==> config.mk <==
export PLATFORM = sky130hd
export DESIGN_NAME = lsusb_tx
export DESIGN_NICKNAME = d
export VERILOG_FILES = /design/src/rtl/lsusb_tx.sv
export SDC_FILE = /design/constraint.sdc
export NUM_CORES = 1
export LEC_CHECK = 0
export ABC_AREA = 1
export BUFFER_PORTS_ARGS = -buffer_cell sky130_fd_sc_hd__buf_4
export CELL_PAD_IN_SITES_DETAIL_PLACEMENT = 2
export CELL_PAD_IN_SITES_GLOBAL_PLACEMENT = 2
export CORE_ASPECT_RATIO = 2
export CORE_MARGIN = 8
export CORE_UTILIZATION = 32
export DETAILED_ROUTE_END_ITERATION = 8
export PLACE_DENSITY = 0.93
export REMOVE_ABC_BUFFERS = 1
export SYNTH_ARGS = -nofsm -noshare
export SYNTH_HDL_FRONTEND = slang
export SYNTH_SLANG_ARGS = --single-unit
==> constraint.sdc <==
create_clock -name clk -period 3.8 [get_ports clk]
set_clock_uncertainty 0.05 [all_clocks]
set_input_delay 0.38 -clock clk [delete_from_list [all_inputs] [get_ports clk]]
set_output_delay 0.38 -clock clk [all_outputs]
set_load 0.01 [all_outputs]
==> src/rtl/lsusb_tx.sv <==
module lsusb_tx #(
  parameter int CLKS_PER_BIT = 8,
  parameter int LEN_W        = 4,
  parameter int ADDR_W       = 7
) (
  input  logic              clk,
  input  logic              rst_n,
  input  logic              start,
  input  logic              hs_mode,
  input  logic [7:0]        hs_pid,
  input  logic [LEN_W-1:0]  pkt_len,
  output logic [LEN_W-1:0]  rd_addr,
  input  logic [7:0]        rd_data,
  input  logic [ADDR_W-1:0] pend_addr,
  output logic [ADDR_W-1:0] dev_addr,
  output logic              busy,
  output logic              done,
  output logic              dp,
  output logic              dm,
  output logic              oe
);

  localparam int CW = $clog2(2 * CLKS_PER_BIT) + 1;
  localparam logic [CW-1:0] BIT_LAST = CW'(CLKS_PER_BIT - 1);
  localparam logic [CW-1:0] SE0_LAST = CW'(2 * CLKS_PER_BIT - 1);

  typedef enum logic [2:0] {S_IDLE, S_PRE, S_DATA, S_SE0, S_EOPJ} st_t;

  st_t              st;
  logic [CW-1:0]    ctr;
  logic [7:0]       sh;
  logic [2:0]       bi;
  logic [2:0]       ones;
  logic [LEN_W-1:0] rem;
  logic             have;
  logic             hs_q;
  logic [7:0]       pid_q;

  wire bnd   = (st == S_PRE) || (st == S_DATA && ctr == BIT_LAST);
  wire stuff = (ones == 3'd6);
  wire [7:0] nxt_byte = hs_q ? pid_q : rd_data;

  always_ff @(posedge clk) begin
    if (!rst_n) begin
      st       <= S_IDLE;
      ctr      <= '0;
      sh       <= '0;
      bi       <= '0;
      ones     <= '0;
      rem      <= '0;
      have     <= 1'b0;
      hs_q     <= 1'b0;
      pid_q    <= '0;
      rd_addr  <= '0;
      dev_addr <= '0;
      busy     <= 1'b0;
      done     <= 1'b0;
      dp       <= 1'b0;
      dm       <= 1'b0;
      oe       <= 1'b0;
    end else begin
      done <= 1'b0;
      case (st)
        S_IDLE: begin
          if (start) begin
            st      <= S_PRE;
            busy    <= 1'b1;
            dp      <= 1'b0;
            dm      <= 1'b1;
            hs_q    <= hs_mode;
            pid_q   <= hs_pid;
            rem     <= hs_mode ? LEN_W'(1) : pkt_len - LEN_W'(1);
            sh      <= 8'h80;
            bi      <= '0;
            ones    <= '0;
            have    <= 1'b1;
            rd_addr <= '0;
            ctr     <= '0;
          end
        end
        S_PRE, S_DATA: begin
          if (!bnd) begin
            ctr <= ctr + 1'b1;
          end else begin
            ctr <= '0;
            st  <= S_DATA;
            oe  <= 1'b1;
            if (stuff) begin
              ones <= '0;
              dp   <= ~dp;
              dm   <= ~dm;
            end else if (have) begin
              if (sh[0]) begin
                ones <= ones + 1'b1;
              end else begin
                ones <= '0;
                dp   <= ~dp;
                dm   <= ~dm;
              end
              if (bi == 3'd7) begin
                if (rem != '0) begin
                  sh      <= nxt_byte;
                  rem     <= rem - 1'b1;
                  rd_addr <= rd_addr + 1'b1;
                  bi      <= '0;
                end else begin
                  have <= 1'b0;
                end
              end else begin
                sh <= {1'b0, sh[7:1]};
                bi <= bi + 1'b1;
              end
            end else begin
              st <= S_SE0;
              dp <= 1'b0;
              dm <= 1'b0;
            end
          end
        end
        S_SE0: begin
          if (ctr == SE0_LAST) begin
            st  <= S_EOPJ;
            ctr <= '0;
            dp  <= 1'b0;
            dm  <= 1'b1;
          end else begin
            ctr <= ctr + 1'b1;
          end
        end
        S_EOPJ: begin
          if (ctr == BIT_LAST) begin
            st   <= S_IDLE;
            ctr  <= '0;
            oe   <= 1'b0;
            dp   <= 1'b0;
            dm   <= 1'b0;
            busy <= 1'b0;
            done <= 1'b1;
            if (!hs_q) dev_addr <= pend_addr;
          end else begin
            ctr <= ctr + 1'b1;
          end
        end
        default: st <= S_IDLE;
      endcase
    end
  end

endmodule

==> impl_metrics.json, run 1 <==
{
  "cts-resized-gates": 0,
  "share_seq_of_total_power_pct": 30.9,
  "worst_path_max_delay_cell": "dfxtp_1",
  "ys_ff_latch": 52,
  "hold_viol_final": 0,
  "io_pins": 47,
  "postCtsSetupBuffers": 0,
  "number_of_buffers_created_by_cts": 5,
  "first_global_vias": 3427,
  "minimum_setup_slack_among_reg_to_reg_paths_ns": 1.58,
  "status": "finished clean",
  "max_cap_violations": 0,
  "antenna_found_initial": 0,
  "cts_htree_levels": 2,
  "crit_fanout": 10,
  "worstSetupPathType": "flip-flop to flip-flop",
  "std_cell_rows": 48,
  "antenna_cells": 0,
  "drtAntennaViolNets": 0,
  "worst_slew_margin_rel_pct": 55.4,
  "fin_nets": 505,
  "timing_worst_slew_pin_value_ns": 0.665,
  "r2r-start": "bi[0]",
  "route.vias.total": 2959,
  "initialDrtViolationCount": 65,
  "clock_path_buffers": 2,
  "setup-violations-final": 0,
  "final.period_utilization_pct": 58.3,
  "cts_hold_buffers": 0,
  "routed_via_density": 5.25,
  "syn_avg_cell_area_um2": 6.58,
  "final_util_pct": 39.0,
  "min_path_type": "input pin to flip-flop",
  "power_switching_w": 0.00125,
  "globalRouteOverflowTotal": 0,
  "cts.root.buffer_cell": "clkbuf_16",
  "finalWirelength_mm": 10.7,
  "data_arrival_time_at_the_worst_slack_endpoint_ns": 2.36,
  "cp-start-kind": "flip-flop",
  "drcViolationCount": 0,
  "first_pass_grt_wire_length_mm": 17.3,
  "p_leak_nw": 1.56,
  "slew_viol_final": 0,
  "worst_skew_late_latency_ns": 0.30,
  "grt_max_degree": 35,
  "rsz0062_at_grt": "no",
  "power.combinational.fraction_pct": 50.3,
  "fillCellCount": 1081,
  "core_footprint_mm2": 0.00853,
  "worst_setup_path_startpoint": "bi[0]",
  "synth.lib_cells_used.distinct": 30,
  "area_growth_syn_to_layout_pct": 20.4,
  "clock_network_fraction_of_design_power_pct": 18.8,
  "netlist_instances": 420,
  "max_clock_freq_ghz": 0.451,
  "drt_pass1_iterations": 4,
  "critical-path-max-stage-delay_ns": 0.38,
  "cp_data_required_time_ns": 3.94,
  "vdd.ir_drop.worst_uv": 293,
  "commonest_non_fill_non_tap_cell_in_the_layout": "nand2_1",
  "final_critical_path_required_period_ns": 2.22,
  "holdWs_ns": 0.285,
  "ys_seq_area_share_pct": 37.7,
  "worstSetupEndpointType": "flip-flop",
  "cts_tree": "built",
  "grt_usage_pct": 18.7,
  "dieArea_mm2": 0.0120,
  "power_per_cell_area_mw_per_mm2": 771,
  "totalNegativeSetupSlack_ns": 0,
  "switching_share_pct": 48.7,
  "power_report.internal_total_w": 0.00132,
  "fp.dieW_um": 81.7,
  "effective_utilization_at_floorplan_pct": 32.4,
  "avgRoutedWirePerCell_um": 19.0,
  "crit_chain": "ha_1 -> ha_1 -> inv_2 -> o21ai_0 -> nand2_1 -> nand2_2 -> inv_4 -> nor2_1 -> nor2_1",
  "top_library_cells_by_usage_in_the_layout_fill_and_taps_aside": "nand2_1 (96), nor2_1 (86), dfxtp_1 (52)",
  "min-delay-start": "pend_addr[4]",
  "yosysWarningCount": 0,
  "gp_congestion": 0.870,
  "port-buffer-count": 46,
  "fraction_of_final_layout_cells_sized_beyond_drive_strength_1_pct": 15.9,
  "netlist_area_mm2": 0.00276,
  "die_h_um": 147,
  "cts_sinks": 52,
  "clk_pin_slew_worst_paths_ns": 0.07,
  "hpwl_mm": 8.16
}
## cell usage after synthesis (all sizes together)
master	instances	share of area [%]
or2	3	0.68
nand3	28	5.3
nor3	2	0.36
clkinv	3	0.41
inv	41	5.8
o21ai	43	7.8
xnor2	2	0.63
ha	11	5.0
nand4	3	0.68
nor2	89	13
nand2	102	15
a21oi	27	4.9
buf	4	1.3
xor2	1	0.32
clkbuf	6	0.86
dfxtp	52	38
nand3b	2	0.68
o211ai	1	0.27
## power groups by stage
stage               sequential, W  combinational, W  clock (W)
global route             0.000805           0.00146   0.000511
CTS                      0.000792           0.00131   0.000493
finish                   0.000792           0.00129   0.000482
detailed placement       0.000803           0.00127          0
floorplan                0.000769          0.000843          0
global placement         0.000792           0.00117          0
## final timing paths
check             cells after the start           to
setup / recovery                      9        sh[4]
hold / removal                        3  dev_addr[4]
setup reg to reg                      9        sh[4]
hold reg to reg                       2     pid_q[1]
## critical path: cells and delay by family (launching register included)
| family | cells | cell delay (ns) |
|---|---|---|
| and+or+nand+nor | 4 | 0.73 |
| DFF | 1 | 0.38 |
| adders and majority gates | 2 | 0.49 |
| AOI/OAI and AO/OA | 1 | 0.19 |
| buffers and inverters | 2 | 0.26 |
## state kept, by name (all words and copies together) (netlist names), 4 cells and up
register,flops
rem,4
dev_addr,7
ctr,5
rd_addr,4
sh,8
pid_q,8
## routing by layer
metal,share of wire [%],vias to the layer above,global-route usage (%)
met1,34,1456,17.4
li1,-,1415,-
met3,1.9,36,2.01
met2,58,52,35.3
met4,6.0,0,12.8
met5,0,-,0
## cell type report
class                           instances  area, µm²  area share [%]
Multi-Input combinational cell        314       1490            44.9
Sequential cell                        52       1040            31.3
Timing Repair Buffer                   46        345            10.4
Inverter                               44        170            5.11
Clock buffer                            5        125            3.76
Tap cell                              100        125            3.76
Clock inverter                          3       27.5           0.827
## through the flow
step	power (W)	area [µm²]	std cells	setup slack [ns]
floorplan	0.00161	2700	410	2.10
global route	0.00277	3330	564	1.40
detailed placement	0.00207	3170	556	1.59
CTS	0.00260	3330	564	1.59
finish	0.00256	3330	564	1.58
global placement	0.00196	3170	556	1.74
## kinds of logic after synthesis
| kind of cell | share of synthesized area, % |
|---|---|
| xor gates and xnor gates | 0.951 |
| buffers and inverters | 8.29 |
| and+or+nand+nor | 35.1 |
| AOI/OAI and AO/OA | 13.0 |
| DFF | 37.7 |
| adders and majority gates | 4.98 |
No activity file was read; power rests on OpenSTA's default activity.
==> inputs of run 2 (changes only) <==
Settings changed: ABC_AREA 1 to 0, CORE_UTILIZATION 32 to 33, PLACE_DENSITY 0.93 to 0.88.
Clock period 3.8 ns to 2.1 ns, I/O delays scaled along.
==> run 2 against run 1 <==
Compared with the run above: count of clock-buffer cells in the layout is 1 higher; combinational power down 30%; setup slack got worse by 1.5 ns; sequential share of layout area shrank 2.4 points; first-iteration DRC count is 42% higher; power grew 18%; sequential power is 44% higher; synthesized cell count fell by 19%; routed wire length grew 0.19%; fmax increased by 8.6%; register-to-register slack got worse by 1.5 ns; die area rose by 0.97%; critical path type unchanged; highest routed layer unchanged.
==> impl_metrics.json, run 2 <==
{
  "grt_max_degree": 33,
  "finalWirelength_mm": 10.7,
  "std_cell_rows": 48,
  "clock_network_fraction_of_design_power_pct": 32.4,
  "post-synth-top-count-cell": "dfxtp_1",
  "hold_depth": 3,
  "worst_skew_late_latency_ns": 0.31,
  "power.total_w": 0.00303,
  "power_per_cell_area_mw_per_mm2": 834,
  "yosys.area_share.simple_pct": 22.1,
  "gp_congestion": 0.795,
  "min-delay-start": "pend_addr[0]",
  "ys_async_sr_fraction_pct": 0,
  "dieArea_mm2": 0.0122,
  "drtAntennaViolNets": 0,
  "max_cap_violations": 0,
  "number_of_buffers_created_by_cts": 5,
  "hold_end": "dev_addr[0]",
  "groute.layer.met1.usage_pct": 17.7,
  "p_leak_nw": 1.40,
  "cts_hold_buffers": 0,
  "netlist_top_cells_count": "dfxtp_1 (52), nor2_1 (43), nand2_1 (38), a21oi_1 (31), mux2i_1 (24)",
  "cts_tree": "built",
  "synth-edff-count": 0,
  "antenna_found_initial": 0,
  "r2r_cells": 7,
  "core_footprint_mm2": 0.00859,
  "cts.root.buffer_cell": "clkbuf_16",
  "met2_track_demand_over_resource_in_global_routing_pct": 35.5,
  "minimum_setup_slack_among_reg_to_reg_paths_ns": 0.06,
  "clk_pin_slew_worst_paths_ns": 0.07,
  "yosys.area_share.xor_xnor_pct": 2.17,
  "grt_usage_pct": 18.3,
  "route.vias.total": 2780,
  "largestRegisters": "pid_q: 8 flops, sh: 8 flops, dev_addr: 7 flops",
  "synth-main-ff-cell": "dfxtp_1",
  "port-buffer-count": 46,
  "worst_slew_margin_rel_pct": 55.4,
  "synth.top_cell.area_share_pct": 36.1,
  "status": "finished clean",
  "slew_viol_final": 0,
  "final.period_utilization_pct": 97.2,
  "hold_viol_final": 0,
  "cp-start-kind": "flip-flop",
  "switching_share_pct": 32.9,
  "routed_via_density": 5.59,
  "final_critical_path_required_period_ns": 2.04,
  "initialDrtViolationCount": 92,
  "synth-adder-area-share_pct": 4.78,
  "yosysWarningCount": 0,
  "combinational_family_with_the_most_area_after_synthesis": "simple AND/OR/NAND/NOR gates",
  "fillCellCount": 967,
  "ys_ff_latch": 52,
  "final_util_pct": 42.2,
  "synth_compound_gate_area_share_pct": 19.9,
  "first_global_vias": 3229,
  "timing_worst_slew_pin_value_ns": 0.668,
  "data_arrival_time_at_the_worst_slack_endpoint_ns": 2.23,
  "top_library_cells_by_usage_in_the_layout_fill_and_taps_aside": "buf_4 (67), dfxtp_1 (46), nor2_1 (43)",
  "effective_utilization_at_floorplan_pct": 33.6,
  "first_pass_grt_wire_length_mm": 17.1,
  "power_switching_w": 0.000995,
  "synth.lib_cells_used.distinct": 60,
  "drt_pass1_iterations": 4,
  "die_h_um": 148,
  "grt-busiest-layer": "met2",
  "fraction_of_final_layout_cells_sized_beyond_drive_strength_1_pct": 26.2,
  "netlist_area_mm2": 0.00288,
  "synth_area_leader_cell": "dfxtp_1",
  "fraction_of_synthesized_area_in_multiplexers_pct": 9.51,
  "vdd.ir_drop.worst_uv": 460,
  "setup-violations-final": 0,
  "cp_data_required_time_ns": 2.29,
  "worst_r2r_endpoint": "rd_addr[2]",
  "power.combinational.fraction_pct": 29.9,
  "cts_sinks": 52,
  "fin_nets": 438,
  "postLayoutSetupSlackWorst_ns": 0.0595,
  "r2r-start": "rem[0]",
  "synth.top_cells.by_area": "dfxtp_1 (36%), mux2i_1 (8.3%), nor2_1 (5.6%)",
  "hpwl_mm": 7.44,
  "fp.dieW_um": 82.1,
  "worstSetupEndpointType": "flip-flop",
  "syn_avg_cell_area_um2": 8.45,
  "io_pins": 47,
  "avgRoutedWirePerCell_um": 21.6,
  "globalRouteOverflowTotal": 0,
  "antenna_cells": 0,
  "worstSetupPathType": "flip-flop to flip-flop",
  "commonest_non_fill_non_tap_cell_in_the_layout": "buf_4",
  "clock_path_buffers": 2,
  "crit_fanout": 8,
  "min_path_type": "input pin to flip-flop",
  "dp_slack_ns": -0.00757,
  "drcViolationCount": 0,
  "share_seq_of_total_power_pct": 37.7,
  "cts_htree_levels": 2,
  "ys_seq_area_share_pct": 36.1,
  "area_growth_syn_to_layout_pct": 25.9,
  "netlist_instances": 341,
  "rsz0062_at_grt": "no",
  "grtUsageMet3_pct": 2.96,
  "max_clock_freq_ghz": 0.490,
  "power_report.internal_total_w": 0.00203
}
==> run 2: cell count changes in the layout (fill, tap and decap cells not counted), moves of 19 or more <==
cell / change
mux2i_1: +24
nor2_1: -43
inv_1: -19
o21ai_0: -24
buf_4: +21
nand2_1: -58
nand3_1: -21
==> run 2: how the worst max path moves through the flow <==
stage	endpoint	slack [ns]	startpoint	cells after the start
detailed placement	ctr[3]	-0.008	ctr[0]	8
floorplan	dp	-0.04	st[0]	5
CTS	ctr[3]	0.02	st[1]	6
finish	rd_addr[2]	0.06	rem[0]	7
global route	rd_addr[2]	0.001	ones[0]	7
global placement	rd_addr[3]	0.06	st[1]	6
==> run 2: cells by family (layout without fill, tap and decap cells) <==
| kind of cell | after synthesis | in the layout |
|---|---|---|
| simple gates | 128 | 128 |
| compound gates | 83 | 83 |
| flops | 52 | 52 |
| buf+inv | 35 | 91 |
| mux | 27 | 27 |
| fa+ha+maj | 11 | 11 |
| xor+xnor | 5 | 5 |
==> run 2: per-stage QoR <==
| step | instance area [µm²] | cells | hold slack [ns] | setup TNS (ns) |
|---|---|---|---|---|
| 2_1_floorplan | 2780 | 322 | 0.289 | -0.0427 |
| 3_3_place_gp | 3400 | 488 | 0.393 | 0 |
| 3_5_place_dp | 3400 | 488 | 0.405 | -0.0243 |
| 4_1_cts | 3590 | 496 | 0.0899 | 0 |
| 5_1_grt | 3630 | 497 | 0.111 | 0 |
| 6_report | 3630 | 497 | 0.0929 | 0 |
==> run 2: what timing repair did <==
item,4_1_cts,5_1_grt
pin swaps,1,2
resized for setup,4,9
setup endpoints to repair,15,11
setup buffers,0,1
endpoints found under the hold margin,0,0
==> run 2: area by class of cell <==
class | count | area (µm²) | share of cell area [%]
multi-input cells | 254 | 1720 | 47.5
flip-flops and latches | 52 | 1050 | 28.9
repair buffers | 67 | 503 | 13.9
clock buffers | 6 | 129 | 3.55
well taps | 100 | 125 | 3.45
inverters | 16 | 60.1 | 1.66
clock inverters | 2 | 38.8 | 1.07
==> run 2: power groups by stage <==
stage	registers (W)	logic (W)	clock network [W]
finish	0.00114	0.000905	0.000979
global route	0.00115	0.000981	0.00103
CTS	0.00113	0.000893	0.000993
detailed placement	0.00115	0.000853	0
global placement	0.00115	0.000811	0
floorplan	0.00115	0.000531	0
==> run 2: layer usage <==
layer	wire (µm)	vias to the layer above
met5	0	-
met4	236	0
met3	243	15
met2	6380	41
met1	3880	1413
li1	-	1311
==> run 2: critical path, cell delays in order (launching register included) <==
cell and delay [ns]:
dfxtp_1 0.39, inv_1 0.10, ha_1 0.19, or3b_4 0.27, a2bb2oi_4 0.18, nand2_4 0.10
or4_1 0.53, a21oi_1 0.15
